File: src/rtl/token_readout_pkg.sv
package token_readout_pkg;
  typedef enum logic {
    RD_IDLE,
    RD_SEND
  } rd_state_e;
endpackage

File: src/rtl/token_edge_sync.sv
module token_edge_sync #(
  parameter int SYNC_STAGES = 2
) (
  input  logic clk_i,
  input  logic rst_ni,
  input  logic token_i,
  output logic rise_o
);
  logic [SYNC_STAGES:0] chain_q;

  always_ff @(posedge clk_i or negedge rst_ni) begin
    if (!rst_ni) chain_q <= '0;
    else         chain_q <= {chain_q[SYNC_STAGES-1:0], token_i};
  end

  assign rise_o = chain_q[SYNC_STAGES-1] & ~chain_q[SYNC_STAGES];


  single_rise_chk: assert property (@(posedge clk_i) disable iff (!rst_ni)
    rise_o |=> !rise_o);
endmodule

File: src/rtl/frame_serializer.sv
module frame_serializer #(
  parameter int REC_W        = 8,
  parameter int CLKS_PER_BIT = 4
) (
  input  logic             clk_i,
  input  logic             rst_ni,
  input  logic             load_i,
  input  logic [REC_W-1:0] data_i,
  output logic             pull_o,
  output logic             done_o
);
  localparam int FRAME_W = REC_W + 1;
  localparam int BIT_W   = $clog2(FRAME_W + 1);
  localparam int CNT_W   = (CLKS_PER_BIT > 1) ? $clog2(CLKS_PER_BIT) : 1;

  logic               active_q;
  logic [FRAME_W-1:0] frame_q;
  logic [BIT_W-1:0]   left_q;
  logic [CNT_W-1:0]   div_q;
  logic               bit_end;

  assign bit_end = (div_q == CNT_W'(CLKS_PER_BIT - 1));

  always_ff @(posedge clk_i or negedge rst_ni) begin
    if (!rst_ni) begin
      active_q <= 1'b0;
      frame_q  <= '0;
      left_q   <= '0;
      div_q    <= '0;
      done_o   <= 1'b0;
    end else begin
      done_o <= 1'b0;
      if (load_i) begin
        frame_q  <= {1'b0, data_i};   // start bit pulls the line
        left_q   <= BIT_W'(FRAME_W);
        div_q    <= '0;
        active_q <= 1'b1;
      end else if (active_q) begin
        if (bit_end) begin
          div_q   <= '0;
          frame_q <= {frame_q[FRAME_W-2:0], 1'b1};
          left_q  <= left_q - BIT_W'(1);
          if (left_q == BIT_W'(1)) begin
            active_q <= 1'b0;
            done_o   <= 1'b1;
          end
        end else begin
          div_q <= div_q + CNT_W'(1);
        end
      end
    end
  end

  assign pull_o = active_q & ~frame_q[FRAME_W-1];


  no_overlap_load_chk: assert property (@(posedge clk_i) disable iff (!rst_ni)
    load_i |-> !active_q);

  start_bit_pull_chk: assert property (@(posedge clk_i) disable iff (!rst_ni)
    load_i |=> pull_o);
endmodule

File: src/rtl/token_readout_ctrl.sv
module token_readout_ctrl
  import token_readout_pkg::*;
#(
  parameter int REC_W        = 8,
  parameter int CLKS_PER_BIT = 4,
  parameter int SYNC_STAGES  = 2
) (
  input  logic             clk_i,
  input  logic             rst_ni,
  input  logic             bypass_i,
  input  logic             token_i,
  input  logic             rec_avail_i,
  input  logic [REC_W-1:0] rec_data_i,
  output logic             rec_pop_o,
  output logic             data_pull_o,
  output logic             token_o,
  output logic             eod_o
);
  rd_state_e st_q, st_d;
  logic      tok_rise, frame_done, load, pass_now, finish_now;

  token_edge_sync #(.SYNC_STAGES(SYNC_STAGES)) u_sync (
    .clk_i  (clk_i),
    .rst_ni (rst_ni),
    .token_i(token_i),
    .rise_o (tok_rise)
  );

  frame_serializer #(.REC_W(REC_W), .CLKS_PER_BIT(CLKS_PER_BIT)) u_ser (
    .clk_i (clk_i),
    .rst_ni(rst_ni),
    .load_i(load),
    .data_i(rec_data_i),
    .pull_o(data_pull_o),
    .done_o(frame_done)
  );

  always_comb begin
    st_d       = st_q;
    load       = 1'b0;
    pass_now   = 1'b0;
    finish_now = 1'b0;
    unique case (st_q)
      RD_IDLE: if (tok_rise) begin
        if (!bypass_i && rec_avail_i) begin
          load = 1'b1;
          st_d = RD_SEND;
        end else begin
          pass_now = 1'b1;
        end
      end
      RD_SEND: if (frame_done) begin
        if (rec_avail_i) begin
          load = 1'b1;
        end else begin
          finish_now = 1'b1;
          st_d       = RD_IDLE;
        end
      end
      default: st_d = RD_IDLE;
    endcase
  end

  assign rec_pop_o = load;

  always_ff @(posedge clk_i or negedge rst_ni) begin
    if (!rst_ni) begin
      st_q    <= RD_IDLE;
      token_o <= 1'b0;
      eod_o   <= 1'b0;
    end else begin
      st_q    <= st_d;
      token_o <= pass_now | finish_now;
      eod_o   <= finish_now;
    end
  end


  token_release_chk: assert property (@(posedge clk_i) disable iff (!rst_ni)
    token_o |-> !data_pull_o);

  token_single_chk: assert property (@(posedge clk_i) disable iff (!rst_ni)
    token_o |=> !token_o);

  pop_valid_chk: assert property (@(posedge clk_i) disable iff (!rst_ni)
    rec_pop_o |-> rec_avail_i);

  bypass_pass_chk: assert property (@(posedge clk_i) disable iff (!rst_ni)
    (st_q == RD_IDLE && tok_rise && bypass_i) |=> (token_o && !data_pull_o && !eod_o));
endmodule

File: config.mk
export PLATFORM = sky130hd
export DESIGN_NAME = token_readout_ctrl
export DESIGN_NICKNAME = d
export VERILOG_FILES = /design/src/rtl/token_readout_pkg.sv /design/src/rtl/token_edge_sync.sv /design/src/rtl/frame_serializer.sv /design/src/rtl/token_readout_ctrl.sv
export SDC_FILE = /design/constraint.sdc
export NUM_CORES = 1
export LEC_CHECK = 0
export BUFFER_PORTS_ARGS = -buffer_cell sky130_fd_sc_hd__buf_2
export CAP_MARGIN = 20
export CORE_ASPECT_RATIO = 1.25
export CORE_MARGIN = 2
export CORE_UTILIZATION = 45
export DETAILED_ROUTE_END_ITERATION = 10
export GPL_ROUTABILITY_DRIVEN = 0
export PLACE_DENSITY = 0.8
export RECOVER_POWER = 50
export SYNTH_ARGS = -nofsm -noshare
export SYNTH_HDL_FRONTEND = slang
export SYNTH_HIERARCHICAL = 1
export SYNTH_SLANG_ARGS = --single-unit
File: constraint.sdc
create_clock -name clk_i -period 1.61 [get_ports clk_i]
set_clock_uncertainty 0.1 [all_clocks]
set_input_delay 0.322 -clock clk_i [delete_from_list [all_inputs] [get_ports clk_i]]
set_output_delay 0.322 -clock clk_i [all_outputs]
set_load 0.03 [all_outputs]
==> Word-level counts from Yosys, hierarchy flattened <==
Index checks and enable logic that the tools add are counted.
{ "word_totals": {"regBits": 23, "latch_bits": 0, "mem_bits_rw": 0, "mem_bits_ro": 0, "input_bits": 13, "output_inout_bits": 4, "elab_cells": 54, "mem_count": 0} }
{ "op_classes": {"addsub": 2, "multipliers": 0, "div": 0, "order_cmp": 0, "eq_ne": 2, "n_shift": 0, "mux": 30, "bitwise_logic": 6, "n_reduce_logical": 5} }
{ "ops": {"columns": ["operator", "n"], "rows": [
  ["9-bit 2-to-1 mux", 3],
  ["1-bit 2-to-1 mux", 19],
  ["4-bit 2-to-1 mux", 3],
  ["2-bit 2-to-1 mux", 3],
  ["4-bit by 1-bit equality test with 1-bit output, second input constant", 1],
  ["1-bit one-hot mux with 2 select lines", 2],
  ["2-bit nonzero test", 2],
  ["4-bit by 1-bit subtractor with 4-bit output, second input constant", 1],
  ["1-bit inverter", 3],
  ["2-bit by 1-bit adder with 2-bit output, second input constant", 1],
  ["1-bit AND", 2],
  ["2-bit equality test, second input constant", 1],
  ["2-bit AND reduction", 1],
  ["1-bit logical AND", 1],
  ["1-bit logical NOT", 1],
  ["1-bit OR", 1]
]} }

==> Longest topological paths before layout <==
{ "depth": {"depth_word": 7, "mapped_depth": 6, "depth_no_buf": 5} }

==> Cells and area by module <==
The synthesis kept the hierarchy.
{ "by_module_without_submodules": {"columns": ["module", "instances", "cells_each", "area_each_um2", "seq_area_each_um2"], "rows": [
  ["frame_serializer", 1, 74, 787.0, 425.4],
  ["token_readout_ctrl", 1, 12, 140.1, 75.1],
  ["token_edge_sync", 1, 4, 88.8, 75.1]
]} }

==> Worst setup path after synthesis <==
OpenSTA, ideal clock, no wires.
{ "synth_timing": {"path_type": "flip-flop to flip-flop", "from": "register u_sync.chain_q[2]", "to": "register u_ser.frame_q[0]", "setup_time_ns": 0.136, "arrival_ns": 1.447, "required_time_ns": 1.374, "setup_slack_ns": -0.073, "stages_incl_launch_ff": 6, "n_path_buf": 1, "period_less_slack_ns": 1.683, "path_cell_list": "dfrtp_1 > nor2b_4 > nor4bb_1 > a31o_2 > clkbuf_1 > o21ai_0"} }
{ "synth_via": {"elab_chain_cells": 6, "word_cells_on_any_way": 8, "cone_classes": "mux (3); bitwise (2); reduce/logical (3)"} }
{ "synth_rtl": {"columns": ["item", "line", "text"], "rows": [
  ["start: declaration", "token_edge_sync.sv:9", "logic [SYNC_STAGES:0] chain_q;"],
  ["start signal: assignment", "token_edge_sync.sv:13", "else chain_q <= {chain_q[SYNC_STAGES-1:0], token_i};"],
  ["1-bit inverter (*)", "token_edge_sync.sv:16", "assign rise_o = chain_q[SYNC_STAGES-1] & ~chain_q[SYNC_STAGES];"],
  ["1-bit AND (*)", "token_edge_sync.sv:16", null],
  ["via tok_rise", "token_readout_ctrl.sv:20", "logic tok_rise, frame_done, load, pass_now, finish_now;"],
  ["1-bit 2-to-1 mux (*)", "token_readout_ctrl.sv:44", "RD_IDLE: if (tok_rise) begin"],
  ["1-bit one-hot mux with 2 select lines (*)", "token_readout_ctrl.sv:43", "unique case (st_q)"],
  ["via rec_pop_o", "token_readout_ctrl.sv:14", "output logic rec_pop_o,"],
  ["2-bit nonzero test (no source line)", null, null],
  ["2-bit AND reduction (no source line)", null, null],
  ["end signal: assignment", "frame_serializer.sv:34", "frame_q <= {1'b0, data_i};"],
  ["end signal: assignment", "frame_serializer.sv:41", "frame_q <= {frame_q[FRAME_W-2:0], 1'b1};"],
  ["end: declaration", "frame_serializer.sv:17", "logic [FRAME_W-1:0] frame_q;"]
]} }
The timed path passes the listed nets; every way through them passes the cells marked *.
A chain may end at the register's enable or synchronous reset.

==> Final worst setup path <==
{ "layout_timing": {"from": "register u_sync.chain_q[1]", "to": "output port rec_pop_o"} }
{ "layout_via": {"elab_chain_cells": 3} }
{ "layout_rtl": {"columns": ["item", "line"], "rows": [
  ["1-bit AND", "token_edge_sync.sv:16"],
  ["via tok_rise", "token_readout_ctrl.sv:20"],
  ["1-bit 2-to-1 mux", "token_readout_ctrl.sv:44"],
  ["1-bit one-hot mux with 2 select lines", "token_readout_ctrl.sv:43"],
  ["end: declaration", "token_readout_ctrl.sv:14"]
]} }
The timed path passes the listed nets, and every way through them passes these cells.

==> flow_summary.yaml <==
outcome:
  status: "complete, but fails checks"
  violations: "setup timing"
finish:
  final_nets: 136
  area_growth_syn_to_layout_pct: 27.2
  postLayoutCoreUtil: 0.597
  drive_gt1_frac: 0.303
  antenna_cells: 0
  instances_no_fill: 150
worst_hold_path:
  min_from: "rec_data_i[6]"
  hold_class: "in -> reg"
  hold_path_depth: 3
  holdPathEnd: "u_ser/frame_q[6]"
yosys:
  async_flop_share: 1.00
  synth-simple-area-share: 0.167
  synth_edf_count: 0
  synth-xor-area-share: 0.0259
  syn-cell-area_um2: 1020
  synth_nets: 106
  synth_cells: 90
  synth.area.mux_share: 0.0788
  ys.flop_type: "dfrtp_1"
  synth_cell_types: 30
  yosys_warnings: 6
  synthAdderAreaFrac: 0.0369
  syn_avg_cell_area_um2: 11.3
  synth_top_family_by_area: "simple AND/OR/NAND/NOR gates"
  synth-compound-area-share: 0.0911
  synth_seq_area_share: 0.567
  ys_ff_latch: 23
routing:
  drt_pass1_iterations: 4
  num_vias: 763
  drtIter0Drc: 2
  wl_per_cell_um: 12.1
  postRouteWirelength_mm: 1.81
  drt-vias-per-instance: 5.09
  drc: 0
  ant_nets: 0
sta:
  fin_crit_sh: 1.11
  max_freq_mhz: 560
  setup_viol: 2
  drv_slew: 0
  worst_slew_pin_slew_ps: 493
  rsz0062_at_grt: "true"
  hold_violations: 0
  final.setup.tns_ps: -185
  worst_slack_ps: -177
  min_period_ps: 1790
  holdWs_ps: 107
  slew_headroom: 0.671
critical_path:
  cp_data_arrival_time_ps: 1360
  r2r-start: "u_sync/chain_q[1]"
  reg2reg_slack_ps: -10
  cp_slowest_stage_delay_ps: 400
  cp_cell_sequence: "nor2b_4 > nor4bb_4 > a31o_2 > buf_6"
  crit_type: "reg -> out"
  cp_slowest_cell: "dfrtp_1"
  reg2reg_to: "u_ser/left_q[3]"
  worstSetupStartpointType: "flop"
  r2r_cells: 5
  crit_fanout: 2
  cp_data_required_time_ps: 1190
  critical_path.top_delay_family: "flip-flops"
  crit_path_end_kind: "output pin"
  crit_buf_inv: 1
power_and_ir_drop:
  vdd_drop_max_mv: 0.583
  leakagePower_nw: 0.616
  power.total_mw: 0.898
  cellPowerDensity_nw_per_um2: 695
clock_network:
  clk_latency_ps: 320
  cts_inserted_buffers: 3
  cts-root-buf: "clkbuf_4"
  cts.path.max_buffers: 2
  cts_tree: "done"
  cts.sinks: 23
  h-tree-depth: 1
  path_clk_slew_ps: 130
global_routing:
  grt_max_degree: 24
  globalRouteOverflowTotal: 0
  grt_pass1_wl_mm: 3.33
  grt_pass1_vias: 813
  grt.total_usage: 0.174
  antenna_found_initial: 0
placement:
  hpwlAfterDp_mm: 1.37
  portBuffers: 16
  place_inst: 140
floorplanning:
  ios: 17
  initial_core_util: 0.470
  rows: 19
  core_um2: 2160
  fp.dieH_um: 57.1
  die_w_um: 46.5
  dieArea_um2: 2660
run:
  drv_cap: 0
[through the flow]
stage                     cell area [um^2]  worst slack, ps
after floorplan                       1020             17.8
after global placement                1180             29.8
after detailed placement              1180             21.2
after CTS                             1250             -194
after global routing                  1290             -233
final                                 1290             -177
[tightest hold or removal path, stage by stage]
cell	delay, ps
buf_2	80
nand2_1	40
o21ai_1	60
[power by group]
| part | leakage, nW | total [mW] | internal, mW | switching, mW |
|---|---|---|---|---|
| Combinational | 0.372 | 0.0437 | 0.0235 | 0.0201 |
| Sequential | 0.231 | 0.583 | 0.581 | 0.00182 |
| Clock | 0.0139 | 0.271 | 0.0950 | 0.176 |
| Total | 0.616 | 0.898 | 0.700 | 0.198 |
[sequential cells by signal, summed over array words and instances (netlist names)]
register,flops
u_ser/left_q,4
u_ser/done_o,1
u_ser/active_q,1
token_o,1
u_sync/chain_q,3
eod_o,1
u_ser/div_q,2
st_q,1
u_ser/frame_q,9
[cell type report]
class                           count  area (um^2)
Clock buffer                        3         22.5
Clock inverter                      1         7.51
Fill cell                         185          871
Inverter                            3         11.3
Multi-Input combinational cell     60          424
Sequential cell                    23          577
Tap cell                           31         38.8
Timing Repair Buffer               29          211
[routing by layer]
metal  routed length, um  global-route usage  vias to the layer above
met2                 924               0.292                       21
li1                    -                   -                      371
met3                  75              0.0190                        5
met1                 765               0.216                      366
met5                   0                   0                        -
met4                  44              0.0857                        0
[cell families (layout without fill, tap and decap cells)]
group | Yosys count | count (layout)
AND/OR/NAND/NOR | 30 | 30
multiplexers | 8 | 8
XOR/XNOR | 3 | 3
AO/OA/AOI/OAI | 16 | 16
buffers and inverters | 7 | 36
adder cells (fa/ha/maj) | 3 | 3
flip-flops | 23 | 23
[worst max path at each step]
| stage | startpoint | end | slack (ps) | cells after the start |
|---|---|---|---|---|
| 2_1_floorplan | u_sync/chain_q[2] | u_ser/frame_q[0] | 20 | 5 |
| 3_3_place_gp | u_sync/chain_q[2] | rec_pop_o | 30 | 4 |
| 3_5_place_dp | u_sync/chain_q[2] | rec_pop_o | 20 | 4 |
| 4_1_cts | u_sync/chain_q[2] | rec_pop_o | -190 | 4 |
| 5_1_grt | u_sync/chain_q[2] | rec_pop_o | -230 | 4 |
| 6_report | u_sync/chain_q[1] | rec_pop_o | -180 | 4 |
[what timing repair did]
item,4_1_cts,5_1_grt
buffers inserted,2,2
cloned,0,0
endpoints found under the setup margin,2,11
pin swaps,1,1
endpoints found under the hold margin,24,0
hold buffers,2,0
resized for setup,3,7
[synthesized netlist by cell type (all sizes together) (2+ instances only)]
library cell / count / area (um^2)
nand2: 12 / 45.0
nor2b: 2 / 20.0
nand3: 2 / 10.0
mux2i: 8 / 80.1
nand2b: 2 / 12.5
buf: 2 / 15.0
ha: 3 / 37.5
clkbuf: 2 / 7.51
xnor2: 2 / 17.5
a31o: 2 / 17.5
nor2: 3 / 11.3
o21ai: 9 / 45.0
inv: 3 / 11.3
dfrtp: 23 / 576
a21oi: 3 / 15.0
[cell usage in the layout (no fill, tap or decap), types with 2 or more instances in the layout]
| cell type | Yosys | routed |
|---|---|---|
| xnor2_1 | 2 | 2 |
| inv_1 | 3 | 3 |
| a21oi_1 | 3 | 3 |
| o21ai_1 | 8 | 9 |
| nor2_1 | 3 | 3 |
| clkbuf_4 | 0 | 4 |
| nand3_1 | 2 | 2 |
| dlygate4sd3_1 | 0 | 2 |
| ha_1 | 3 | 3 |
| buf_2 | 0 | 14 |
| buf_6 | 0 | 3 |
| nand2b_1 | 2 | 2 |
| mux2i_1 | 8 | 8 |
| buf_4 | 2 | 8 |
| dfrtp_1 | 23 | 22 |
| nand2_1 | 12 | 12 |
No activity file was read; power rests on OpenSTA's default activity.
